File: src/rtl/sw_clean_pkg.sv
package sw_clean_pkg;
   // Field layout of the geometry word (bit positions are behaviour)
   localparam int LSZ_LSB  = 0;
   localparam int LSZ_W    = 3;
   localparam int WAY_LSB  = 3;
   localparam int WAY_W    = 10;
   localparam int SET_LSB  = 13;
   localparam int SET_W    = 15;
   localparam int LINE_BIAS = 4;
   localparam int SSH_W    = 4;
   localparam int WAYB_W   = $clog2(WAY_W + 1);

   typedef struct packed {
      logic [SET_W-1:0]  sets_m1;
      logic [WAY_W-1:0]  ways_m1;
      logic [SSH_W-1:0]  set_sh;
      logic [WAYB_W-1:0] way_bits;
   } geom_t;

   typedef enum logic [1:0] {
      ST_IDLE,
      ST_WALK,
      ST_OUTER,
      ST_FIN
   } seq_state_e;
endpackage

File: src/rtl/sw_geom_decode.sv
module sw_geom_decode
   import sw_clean_pkg::*;
#(
   parameter int ID_W = 32
) (
   input  logic [ID_W-1:0] size_id,
   output geom_t           geom
);
   localparam int USED_W = SET_LSB + SET_W;

   generate
      if (ID_W < USED_W) begin : g_bad_id_w
         $error("sw_geom_decode: ID_W too narrow for geometry fields");
      end
      if (ID_W > USED_W) begin : g_spare
         logic unused_hi;
         assign unused_hi = ^size_id[ID_W-1:USED_W];
      end
   endgenerate

   logic [LSZ_W-1:0]  code;
   logic [WAYB_W-1:0] wb;

   assign code          = size_id[LSZ_LSB +: LSZ_W];
   assign geom.sets_m1  = size_id[SET_LSB +: SET_W];
   assign geom.ways_m1  = size_id[WAY_LSB +: WAY_W];
   assign geom.set_sh   = SSH_W'(code) + SSH_W'(LINE_BIAS);

   // bits needed to hold ways-1, i.e. ceil(log2(ways))
   always_comb begin
      wb = '0;
      for (int i = 0; i < WAY_W; i++) begin
         if (geom.ways_m1[i]) wb = WAYB_W'(i + 1);
      end
   end
   assign geom.way_bits = wb;
endmodule

File: src/rtl/sw_set_way_walk.sv
module sw_set_way_walk #(
   parameter int SET_W = 15,
   parameter int WAY_W = 10
) (
   input  logic             clk,
   input  logic             rst_n,
   input  logic             load,
   input  logic [SET_W-1:0] ld_sets_m1,
   input  logic [WAY_W-1:0] ld_ways_m1,
   input  logic [WAY_W-1:0] rl_ways_m1,
   input  logic             step,
   output logic [SET_W-1:0] cur_set,
   output logic [WAY_W-1:0] cur_way,
   output logic             last
);
   always_ff @(posedge clk or negedge rst_n) begin
      if (!rst_n) begin
         cur_set <= '0;
         cur_way <= '0;
      end else if (load) begin
         cur_set <= ld_sets_m1;
         cur_way <= ld_ways_m1;
      end else if (step) begin
         if (cur_way == '0) begin
            cur_set <= cur_set - 1'b1;
            cur_way <= rl_ways_m1;
         end else begin
            cur_way <= cur_way - 1'b1;
         end
      end
   end

   assign last = (cur_set == '0) && (cur_way == '0);


   way_desc_chk: assert property (@(posedge clk) disable iff (!rst_n)
      (step && !load && cur_way != '0) |=> (cur_way == $past(cur_way) - 1'b1) && $stable(cur_set));


   set_desc_chk: assert property (@(posedge clk) disable iff (!rst_n)
      (step && !load && cur_way == '0 && !last) |=> (cur_set == $past(cur_set) - 1'b1) && (cur_way == $past(rl_ways_m1)));
endmodule

File: src/rtl/sw_operand_pack.sv
module sw_operand_pack
   import sw_clean_pkg::*;
#(
   parameter int DATA_W = 32
) (
   input  logic [SET_W-1:0]  set_idx,
   input  logic [WAY_W-1:0]  way_idx,
   input  logic [SSH_W-1:0]  set_sh,
   input  logic [WAYB_W-1:0] way_bits,
   output logic [DATA_W-1:0] operand
);
   localparam int MAX_SET_SH = (1 << LSZ_W) - 1 + LINE_BIAS;

   generate
      if (DATA_W < SET_W + MAX_SET_SH) begin : g_bad_data_w
         $error("sw_operand_pack: DATA_W cannot hold shifted set index");
      end
   endgenerate

   logic [DATA_W-1:0] set_part;
   logic [DATA_W-1:0] way_part;

   assign set_part = DATA_W'(set_idx) << set_sh;

   always_comb begin
      if (way_bits == '0) way_part = '0;
      else                way_part = DATA_W'(way_idx) << (DATA_W - int'(way_bits));
   end

   assign operand = set_part | way_part;
endmodule

File: src/rtl/sw_clean_seq.sv
module sw_clean_seq
   import sw_clean_pkg::*;
#(
   parameter int                DATA_W   = 32,
   parameter int                ADDR_W   = 32,
   parameter int                OW_W     = 5,
   parameter bit                OUTER_EN = 1'b1,
   parameter logic [ADDR_W-1:0] MASK_OFS = 'h7FC
) (
   input  logic              clk,
   input  logic              rst_n,
   input  logic              start,
   input  logic              cache_on,
   input  logic [31:0]       size_id,
   input  logic [OW_W-1:0]   outer_ways,
   input  logic [ADDR_W-1:0] outer_base,
   output logic              op_valid,
   output logic [DATA_W-1:0] op_data,
   input  logic              op_ready,
   input  logic              op_err,
   output logic              reg_wr_valid,
   output logic [ADDR_W-1:0] reg_wr_addr,
   output logic [DATA_W-1:0] reg_wr_data,
   output logic              done,
   output logic              error
);
   generate
      if (OW_W > $clog2(DATA_W) + 1) begin : g_bad_ow_w
         $error("sw_clean_seq: OW_W wider than needed for DATA_W mask");
      end
   endgenerate

   seq_state_e        st;
   geom_t             geom_in;
   geom_t             geom_q;
   logic [OW_W-1:0]   ow_q;
   logic [ADDR_W-1:0] base_q;
   logic              err_q;
   logic              accept;
   logic              xfer;
   logic              step;
   logic              last;
   logic [SET_W-1:0]  cur_set;
   logic [WAY_W-1:0]  cur_way;

   assign accept = (st == ST_IDLE) && start;
   assign xfer   = (st == ST_WALK) && op_ready;
   assign step   = xfer && !op_err;

   sw_geom_decode #(.ID_W(32)) u_dec (
      .size_id (size_id),
      .geom    (geom_in)
   );

   always_ff @(posedge clk or negedge rst_n) begin
      if (!rst_n) begin
         st     <= ST_IDLE;
         geom_q <= '0;
         ow_q   <= '0;
         base_q <= '0;
         err_q  <= 1'b0;
      end else begin
         case (st)
            ST_IDLE: if (start) begin
               geom_q <= geom_in;
               ow_q   <= outer_ways;
               base_q <= outer_base;
               err_q  <= 1'b0;
               st     <= cache_on ? ST_WALK : ST_FIN;
            end
            ST_WALK: if (xfer) begin
               if (op_err) begin
                  err_q <= 1'b1;
                  st    <= ST_FIN;
               end else if (last) begin
                  st    <= OUTER_EN ? ST_OUTER : ST_FIN;
               end
            end
            ST_OUTER: st <= ST_FIN;
            default:  st <= ST_IDLE;
         endcase
      end
   end

   sw_set_way_walk #(.SET_W(SET_W), .WAY_W(WAY_W)) u_walk (
      .clk        (clk),
      .rst_n      (rst_n),
      .load       (accept),
      .ld_sets_m1 (geom_in.sets_m1),
      .ld_ways_m1 (geom_in.ways_m1),
      .rl_ways_m1 (geom_q.ways_m1),
      .step       (step),
      .cur_set    (cur_set),
      .cur_way    (cur_way),
      .last       (last)
   );

   sw_operand_pack #(.DATA_W(DATA_W)) u_pack (
      .set_idx  (cur_set),
      .way_idx  (cur_way),
      .set_sh   (geom_q.set_sh),
      .way_bits (geom_q.way_bits),
      .operand  (op_data)
   );

   assign op_valid = (st == ST_WALK);
   assign done     = (st == ST_FIN);
   assign error    = done && err_q;

   generate
      if (OUTER_EN) begin : g_outer
         assign reg_wr_valid = (st == ST_OUTER);
         assign reg_wr_addr  = base_q + MASK_OFS;
         assign reg_wr_data  = (DATA_W'(1) << ow_q) - DATA_W'(1);
      end else begin : g_no_outer
         logic unused_outer;
         assign unused_outer = ^{ow_q, base_q};
         assign reg_wr_valid = 1'b0;
         assign reg_wr_addr  = '0;
         assign reg_wr_data  = '0;
      end
   endgenerate


   hold_chk: assert property (@(posedge clk) disable iff (!rst_n)
      (op_valid && !op_ready) |=> (op_valid && $stable(op_data)));


   err_stop_chk: assert property (@(posedge clk) disable iff (!rst_n)
      (op_valid && op_ready && op_err) |=> (done && error && !op_valid && !reg_wr_valid));


   outer_done_chk: assert property (@(posedge clk) disable iff (!rst_n)
      reg_wr_valid |=> (done && !error));


   off_chk: assert property (@(posedge clk) disable iff (!rst_n)
      (st == ST_IDLE && start && !cache_on) |=> (done && !error && !op_valid));


   err_only_done_chk: assert property (@(posedge clk) disable iff (!rst_n)
      error |-> done);


   done_pulse_chk: assert property (@(posedge clk) disable iff (!rst_n)
      done |=> !done);
endmodule

File: config.mk
export PLATFORM = sky130hd
export DESIGN_NAME = sw_clean_seq
export DESIGN_NICKNAME = d
export VERILOG_FILES = /design/src/rtl/sw_clean_pkg.sv /design/src/rtl/sw_geom_decode.sv /design/src/rtl/sw_set_way_walk.sv /design/src/rtl/sw_operand_pack.sv /design/src/rtl/sw_clean_seq.sv
export SDC_FILE = /design/constraint.sdc
export NUM_CORES = 1
export LEC_CHECK = 0
export CORE_ASPECT_RATIO = 1.2
export CORE_MARGIN = 1.5
export CORE_UTILIZATION = 35
export CTS_BUF_LIST = sky130_fd_sc_hd__clkbuf_16
export CTS_CLUSTER_DIAMETER = 150
export DETAILED_ROUTE_END_ITERATION = 6
export PLACE_DENSITY_LB_ADDON = 0.1
export SETUP_SLACK_MARGIN = 0.05
export SLEW_MARGIN = 20
export SYNTH_ARGS = -nofsm -noshare
export SYNTH_HDL_FRONTEND = slang
export SYNTH_SLANG_ARGS = --single-unit
File: constraint.sdc
create_clock -name clk -period 2.84 [get_ports clk]
set_clock_uncertainty 0.2 [all_clocks]
set_input_delay 0.568 -clock clk [delete_from_list [all_inputs] [get_ports clk]]
set_output_delay 0.568 -clock clk [all_outputs]
set_load 0.05 [all_outputs]
==> run_results.csv, run 1 <==
group,metric,value,unit
clock_tree,clock_sink_count,83,
global_route,grtUsageTotal,21.3,%
cells_and_area,antennaDiodeCount,0,
yosys,async_flop_share,100,%
clock_tree,clk_pin_slew,0.06,ns
yosys,ys_seq_area_share,33.1,%
setup_path,crit_start,"ow_q[3]",
setup_path,reg2reg_to,"st[1]",
clock_tree,cts_made_buffers,9,
global_route,grt_overflow_total,0,
cells_and_area,layout-drive-gt1-share,38.1,%
timing,finalSetupViolCount,28,
yosys,yosys.area.top_type,"dfrtp_1",
timing,min_period,3.16,ns
timing,tns,-4.57,ns
yosys,synthTopCellsByCount,"nand2_1, dfrtp_1, nor2_1, o21ai_0, a21oi_1",
yosys,synth-edff-count,0,
timing,finalHoldViolations,0,
run,drv_cap,0,
route,ant_nets,0,
timing,fmax,317,MHz
yosys,yosysMostFrequentCell,"nand2_1",
global_route,antenna_found_initial,0,
placed_design,dpl.cell_count,1213,
timing,final_max_slew_viol_count,0,
clock_tree,cts_buffer_depth,2,
placed_design,dp_hpwl,14.8,mm
cells_and_area,nFillCells,1524,
hold_path,hp-start,"geom_q[15]",
setup_path,reg2reg_from,"u_walk.cur_way[0]",
route,drt-initial-drc-count,361,
setup_path,r2r_slack,0.34,ns
setup_path,worstPathArrival,2.39,ns
placed_design,gp_congestion,0.859,
cells_and_area,fin_cells,1268,
clock_tree,worstSkewPairLatency,0.34,ns
cells_and_area,syn_to_final_growth,75.2,%
timing,finalWorstSetupSlack,-0.318,ns
die,initial_core_util,35.8,%
hold_path,min_to,"geom_q[15]",
clock_tree,cts_tree,"built",
yosys,avgSynthCellArea,7.68,sq um
route,num_vias,6608,
die,io_pins,175,
timing,fin_crit_sh,111,%
setup_path,startpoint_type,"register",
hold_path,hp-class,"register to register",
setup_path,endpoint_kind,"primary output",
die,die_h,150,um
yosys,yosys-top-cells-area,"dfrtp_1, nand2_1, mux2i_1",
yosys,synthCells,817,
setup_path,cp_max_fo,4,
route,dr.pass1.iters,6,
hold_path,min_delay_path_depth,2,
yosys,synthFlopType,"dfrtp_1",
setup_path,ff2ff_path_depth,7,
global_route,grt_pass1_vias,6405,
yosys,post_synth_num_cell_types,61,
timing,slew_headroom,59.4,%
route,viasPerCell,5.21,
setup_path,cp.required,2.07,ns
placed_design,port_buffers,169,
route,drt-wirelength-per-cell,15.8,um
die,core_area,17500,sq um
yosys,syn_area,6270,sq um
timing,rsz0062_at_grt,"yes",
cells_and_area,final_nets,1128,
yosys,synth_top_area_share,33.1,%
die,die_x,125,um
yosys,ys.warnings.count,0,
setup_path,criticalPathCategory,"register to primary output",
global_route,grt_max_degree,44,
die,die_area,18700,sq um
route,post-route-drc-count,0,
run_status,violations,"negative setup slack",
die,rows,53,
clock_tree,cts_htree_levels,3,
route,routed_wl,20.1,mm
timing,worst_pin_slew,0.604,ns
run_status,status,"complete, but fails checks",
clock_tree,root_buffer,"clkbuf_16",
yosys,synth_fp_nets,901,
global_route,grt_pass1_wl,32.3,mm
yosys,ys_ff_latch,83,
==> worst max path at each step <==
stage	slack, ns	depth (start not counted)	end
2_1_floorplan	-0.42	12	reg_wr_data[20]
3_3_place_gp	-0.06	12	reg_wr_data[20]
3_5_place_dp	-0.08	12	reg_wr_data[28]
4_1_cts	-0.33	12	reg_wr_data[20]
5_1_grt	-0.42	13	reg_wr_data[28]
6_report	-0.32	12	reg_wr_data[20]
==> what timing repair did <==
action | CTS | global route
cloned | 2 | 0
pin swaps | 39 | 32
gates resized for setup | 113 | 89
setup endpoints to repair | 56 | 60
hold buffers | 1 | 0
setup buffers | 20 | 20
endpoints found under the hold margin | 26 | 0
==> routing by layer <==
layer  vias up  track usage, %  wire [um]
met5         -               0          0
met4         0            5.23        295
met3        21            4.15        935
met2       164            37.2      10300
met1      3146            27.0       8530
li1       3277               -          -
==> state kept, by name (all words and copies together), names as in the netlist <==
name and cells:
geom_q 18, err_q 1, ow_q 5, u_walk.cur_way 10, st 2, base_q 32
u_walk.cur_set 15
==> cells by family after synthesis <==
| kind of cell | Yosys count | share of synthesized area, % |
|---|---|---|
| and+or+nand+nor | 388 | 28.7 |
| xor gates and xnor gates | 44 | 6.14 |
| adders and majority gates | 9 | 1.80 |
| buffers and inverters | 86 | 5.74 |
| AOI/OAI and AO/OA | 151 | 14.6 |
| DFF | 83 | 33.1 |
| other | 1 | 0.0598 |
| muxes | 55 | 9.83 |
==> placed cells by master (no fill, tap or decap), drive strengths merged, types with 11 or more instances in the layout <==
master / synthesis / layout
clkbuf: 37 / 11
o21ai: 57 / 57
xor2: 14 / 14
inv: 27 / 27
nor2: 64 / 64
mux2: 23 / 23
mux2i: 29 / 29
clkdlybuf4s50: 0 / 78
xnor2: 30 / 30
a21oi: 40 / 40
nor4: 11 / 11
nor3: 29 / 29
nand3: 15 / 15
dfrtp: 83 / 83
buf: 21 / 191
nand2: 208 / 208
==> critical path: stages (launching register included) <==
cell and delay, ns:
dfrtp_1 0.40, nor2_4 0.16, inv_6 0.04, nor2_4 0.12
inv_6 0.03, or3_4 0.33, ha_4 0.19, inv_4 0.06
nand2_4 0.05, nor2_4 0.12, mux2i_2 0.10, o32ai_4 0.25
buf_12 0.17
==> through the flow <==
step                setup slack [ns]  hold WS (ns)  utilization [%]  instance area [sq um]
floorplan                     -0.421        0.0724                -                   6830
detailed placement           -0.0835         0.266             54.7                   9570
CTS                           -0.329         0.281             60.0                  10500
global route                  -0.421         0.304             62.8                  11000
finish                        -0.318         0.273             62.8                  11000
global placement             -0.0573         0.260             54.7                   9570
==> layout make-up <==
class,instances,area (sq um),area share (%)
flip-flops and latches,83,2090,19.0
repair buffers,274,3210,29.2
inverters,28,126,1.15
multi-input cells,648,5050,45.9
clock buffers,9,225,2.05
clock inverters,6,25.0,0.228
well taps,220,275,2.50
Power of run 1 is not shown: default switching activity piles up to over one toggle a cycle in this logic, so the estimate is an artifact.
==> run 2, diff against run 1 <==
- SETUP_SLACK_MARGIN: 0.05 -> 0.5
==> run 2 against run 1 <==
Effect of this change: the flow still finishes with violations (negative setup slack); flip-flop and latch count stayed put; via count is 6.7% higher; routed wire length is 14% higher; sequential share of layout area is 2.3 points lower; design area is 15% higher; register-to-register slack hardly changed; clock-buffer cell count stayed put.
==> run_results.csv, run 2 (synthesized netlist as in run 1, its figures left out) <==
group,metric,value,unit
route,post-route-drc-count,0,
global_route,grt_pass1_vias,6778,
clock_tree,clk_pin_slew,0.06,ns
setup_path,endpoint_kind,"primary output",
setup_path,criticalPathCategory,"register to primary output",
cells_and_area,reg_top3,"base_q x32, geom_q x18, u_walk.cur_set x15",
clock_tree,root_buffer,"clkbuf_16",
timing,finalWorstSetupSlack,-0.319,ns
clock_tree,clock_sink_count,83,
placed_design,dp_hpwl,15.3,mm
die,die_h,150,um
clock_tree,ctsHoldBuffers,0,
timing,fmax,317,MHz
setup_path,ff2ff_path_depth,12,
global_route,grtUsageTotal,23.0,%
setup_path,r2r_slack,0.35,ns
cells_and_area,layout-drive-gt1-share,50.1,%
setup_path,critical_path.cell_chain,"nor2_4, inv_6, nor2_4, inv_6, or3_4, ha_4, inv_4, nand2_4, nor2_4, mux2i_2, o32ai_4, buf_12",
cells_and_area,nFillCells,1296,
cells_and_area,layout_common_cells,"nand2_1, buf_4, buf_6",
timing,whs,0.0226,ns
placed_design,port_buffers,169,
cells_and_area,final_nets,1180,
global_route,grt_overflow_total,0,
route,drt-initial-drc-count,313,
setup_path,crit_start,"ow_q[4]",
route,routed_wl,22.9,mm
die,rows,53,
setup_path,critPathMaxStageDelay,0.40,ns
run_status,status,"complete, but fails checks",
setup_path,path_buf_inv,4,
setup_path,reg2reg_to,"u_walk.cur_set[9]",
run_status,violations,"negative setup slack",
clock_tree,cts_htree_levels,3,
route,ant_nets,0,
die,die_x,125,um
timing,fin_crit_sh,111,%
placed_design,dp_slack,-0.126,ns
timing,min_period,3.16,ns
global_route,grt_max_degree,47,
setup_path,reg2reg_from,"u_walk.cur_way[0]",
die,core_area,17500,sq um
timing,final_max_slew_viol_count,0,
setup_path,cp_top_family,"simple AND/OR/NAND/NOR gates",
timing,rsz0062_at_grt,"yes",
route,drt-wirelength-per-cell,17.3,um
timing,finalHoldViolations,0,
cells_and_area,syn_to_final_growth,101,%
setup_path,startpoint_type,"register",
placed_design,gp_congestion,0.858,
die,io_pins,175,
route,dr.pass1.iters,6,
route,viasPerCell,5.34,
clock_tree,cts_tree,"built",
die,initial_core_util,35.8,%
setup_path,crit_top_cell,"nor2_4",
cells_and_area,final_common_cell,"nand2_1",
setup_path,worstPathArrival,2.39,ns
clock_tree,cts_buffer_depth,2,
cells_and_area,largest_reg_flops,32,
run,drv_cap,0,
cells_and_area,top_register,"base_q",
timing,slew_headroom,57.6,%
setup_path,cpMaxStageDelayCell,"dfrtp_1",
global_route,antenna_found_initial,0,
hold_path,hp-class,"primary input to async pin",
cells_and_area,antennaDiodeCount,0,
timing,worst_pin_slew,0.636,ns
route,num_vias,7048,
die,die_area,18700,sq um
timing,tns,-6.67,ns
clock_tree,cts_made_buffers,9,
setup_path,cp_max_fo,5,
global_route,grt_pass1_wl,34.8,mm
timing,finalSetupViolCount,36,
setup_path,cp.required,2.07,ns
clock_tree,worstSkewPairLatency,0.35,ns
==> run 2: cell types whose count changed in the layout (fill, tap and decap cells not counted), moves of 10 or more <==
cell and delta:
dfrtp_2 +14, buf_6 +40, dfrtp_1 -15, nand2_1 -21
xnor2_4 +15, nand2_2 +12, xnor2_2 -10, nor2_1 -13
==> run 2: layout make-up <==
class,instances,area [sq um],share of cell area (%)
tap,220,275,2.18
multi-input combinational,648,5980,47.3
clock buffer,9,225,1.78
inverter,28,145,1.15
timing repair buffer,326,3870,30.7
sequential,83,2110,16.7
clock inverter,6,27.5,0.218
==> run 2: how the worst max path moves through the flow <==
| stage | end | slack (ns) | cells past startpoint |
|---|---|---|---|
| floorplan | reg_wr_data[20] | -0.42 | 12 |
| global placement | reg_wr_data[26] | -0.05 | 10 |
| detailed placement | reg_wr_data[26] | -0.13 | 10 |
| CTS | reg_wr_data[20] | -0.33 | 12 |
| global route | reg_wr_data[28] | -0.43 | 13 |
| finish | reg_wr_data[20] | -0.32 | 12 |
==> run 2: timing repair <==
| action | CTS | global route |
|---|---|---|
| hold endpoints to repair | 0 | 0 |
| buffers inserted | 48 | 42 |
| pin swaps | 65 | 71 |
| setup endpoints to repair | 98 | 112 |
| resized for setup | 214 | 100 |
| gates cloned | 3 | 0 |
==> run 2: through the flow <==
stage               area (sq um)  std cells  util [%]
CTS                        11900       1278      67.9
finish                     12600       1320      72.1
floorplan                   7700        817         -
detailed placement         10400       1212      59.2
global placement           10400       1212      59.2
global route               12600       1320      72.1
==> run 2: layer usage <==
layer	track usage, %	vias to the layer above	routed length (um)	share of wire [%]
met1	28.1	3438	9220	40
li1	-	3386	-	-
met2	42.0	188	12400	54
met5	0	-	0	0
met3	2.43	36	670	2.9
met4	8.41	0	564	2.5
Power of run 2 is left out for the same reason.
==> run 3, diff against run 2 <==
- MAX_ROUTING_LAYER: not set -> met4
==> run 3 against run 2 <==
Effect of this change: the flow still finishes with violations (negative setup slack); register-to-register slack improved by 0.03 ns; first-iteration DRC count is 11% lower; global-route usage is 0.69 points higher; maximum frequency is essentially flat; worst hold slack improved by 0.0012 ns; via count is 0.44% lower; non-clock buffer count unchanged; flip-flop and latch count unchanged; critical path type unchanged.
==> run_results.csv, run 3 (synthesized netlist as in run 1, its figures left out) <==
group,metric,value,unit
route,routed_wl,22.8,mm
die,io_pins,175,
global_route,grt_pass1_vias,6783,
die,die_x,125,um
cells_and_area,final_nets,1180,
cells_and_area,syn_to_final_growth,101,%
placed_design,post_dp_cell_area,10400,sq um
placed_design,port_buffers,169,
cells_and_area,nFillCells,1296,
route,drt-wirelength-per-cell,17.2,um
global_route,grt_max_degree,47,
timing,fin_crit_sh,111,%
setup_path,worstPathArrival,2.39,ns
setup_path,endpoint_kind,"primary output",
global_route,grt_pass1_wl,34.8,mm
timing,finalSetupViolCount,37,
timing,final_max_slew_viol_count,0,
setup_path,path_buf_inv,4,
hold_path,hp-class,"primary input to async pin",
run_status,status,"complete, but fails checks",
route,drt-initial-drc-count,279,
cells_and_area,fin_area,12600,sq um
cells_and_area,final_common_cell,"nand2_1",
clock_tree,clk_pin_slew,0.06,ns
placed_design,dp_hpwl,15.3,mm
clock_tree,cts_htree_levels,3,
global_route,grt_overflow_total,0,
route,dr.pass1.iters,5,
timing,fmax,317,MHz
die,die_h,150,um
die,rows,53,
route,ant_nets,0,
die,die_area,18700,sq um
setup_path,startpoint_type,"register",
route,wl_met3,589,um
timing,tns,-6.88,ns
timing,rsz0062_at_grt,"yes",
setup_path,crit_top_cell,"nor2_4",
timing,worst_pin_slew,0.628,ns
clock_tree,worstSkewPairLatency,0.35,ns
timing,min_period,3.16,ns
route,post-route-drc-count,0,
die,core_area,17500,sq um
clock_tree,ctsHoldBuffers,0,
cells_and_area,reg_top3,"base_q x32, geom_q x18, u_walk.cur_set x15",
die,initial_core_util,35.8,%
setup_path,cpMaxStageDelayCell,"dfrtp_1",
placed_design,gp_congestion,0.874,
route,routed.top_layer,"met4",
run_status,violations,"negative setup slack",
run,drv_cap,0,
clock_tree,cts_tree,"built",
cells_and_area,layout_common_cells,"nand2_1, buf_4, buf_6",
clock_tree,cts_buffer_depth,2,
clock_tree,cts_made_buffers,9,
clock_tree,root_buffer,"clkbuf_16",
setup_path,r2r_slack,0.38,ns
setup_path,cp_top_family,"simple AND/OR/NAND/NOR gates",
setup_path,critical_path.cell_chain,"nor2_4, inv_6, nor2_4, inv_6, or3_4, ha_4, inv_4, nand2_4, nor2_4, mux2i_2, o32ai_4, buf_12",
setup_path,cp.required,2.07,ns
cells_and_area,layout-drive-gt1-share,50.1,%
route,wl_met2,12.4,mm
global_route,grtUsageTotal,23.7,%
timing,finalWorstSetupSlack,-0.317,ns
setup_path,critPathMaxStageDelay,0.40,ns
timing,slew_headroom,58.1,%
route,num_vias,7017,
timing,finalHoldViolations,0,
route,wl_met1,9.27,mm
setup_path,cp_max_fo,5,
cells_and_area,largest_reg_flops,32,
cells_and_area,antennaDiodeCount,0,
global_route,antenna_found_initial,0,
cells_and_area,top_register,"base_q",
clock_tree,clock_sink_count,83,
timing,whs,0.0238,ns
setup_path,criticalPathCategory,"register to primary output",
route,viasPerCell,5.32,
[run 3: cell counts in the layout (fill, tap and decap cells not counted)]
No cell type changed its count.
[run 3: worst paths after layout]
kind | from | endpoint | depth (start not counted)
hold / removal | rst_n | base_q[6] | 1
setup reg to reg | u_walk.cur_way[0] | u_walk.cur_set[9] | 12
max in group asynchronous | rst_n | geom_q[0] | 2
setup / recovery | ow_q[4] | reg_wr_data[20] | 12
hold reg to reg | geom_q[16] | geom_q[16] | 2
min in group clk | geom_q[16] | geom_q[16] | 2
[run 3: per-stage QoR]
step,instances,util [%],worst slack (ns)
6_report,1320,72.1,-0.317
5_1_grt,1320,72.1,-0.436
4_1_cts,1278,67.9,-0.330
3_5_place_dp,1212,59.2,-0.126
3_3_place_gp,1212,59.2,-0.0458
2_1_floorplan,817,-,-0.416
[run 3: routing by layer]
layer	up-vias	global-route usage [%]
li1	3398	-
met4	0	8.30
met3	41	2.29
met2	161	42.0
met1	3417	28.3
met5	-	-
[run 3: cell type report]
class	instances	area (sq um)	area share, %
Clock buffer	9	225	1.78
Clock inverter	6	27.5	0.218
Inverter	28	145	1.15
Multi-Input combinational cell	648	5980	47.3
Sequential cell	83	2110	16.7
Tap cell	220	275	2.18
Timing Repair Buffer	326	3870	30.7
[run 3: worst register-to-register path, cell delays in order (launching register included)]
cell     delay (ns)
dfrtp_1        0.42
inv_2          0.09
buf_6          0.09
buf_6          0.08
buf_6          0.10
ha_4           0.13
nor4b_4        0.33
nand4_1        0.16
buf_6          0.17
buf_12         0.15
nor4_4         0.21
xnor2_1        0.15
o21ai_1        0.07
[run 3: timing repair]
| action | in CTS | in global routing |
|---|---|---|
| pin swaps | 65 | 71 |
| endpoints found under the setup margin | 98 | 112 |
| gates cloned | 3 | 0 |
| setup buffers | 48 | 42 |
| endpoints found under the hold margin | 0 | 0 |
| resized for setup | 214 | 100 |
Power of run 3 is left out for the same reason.
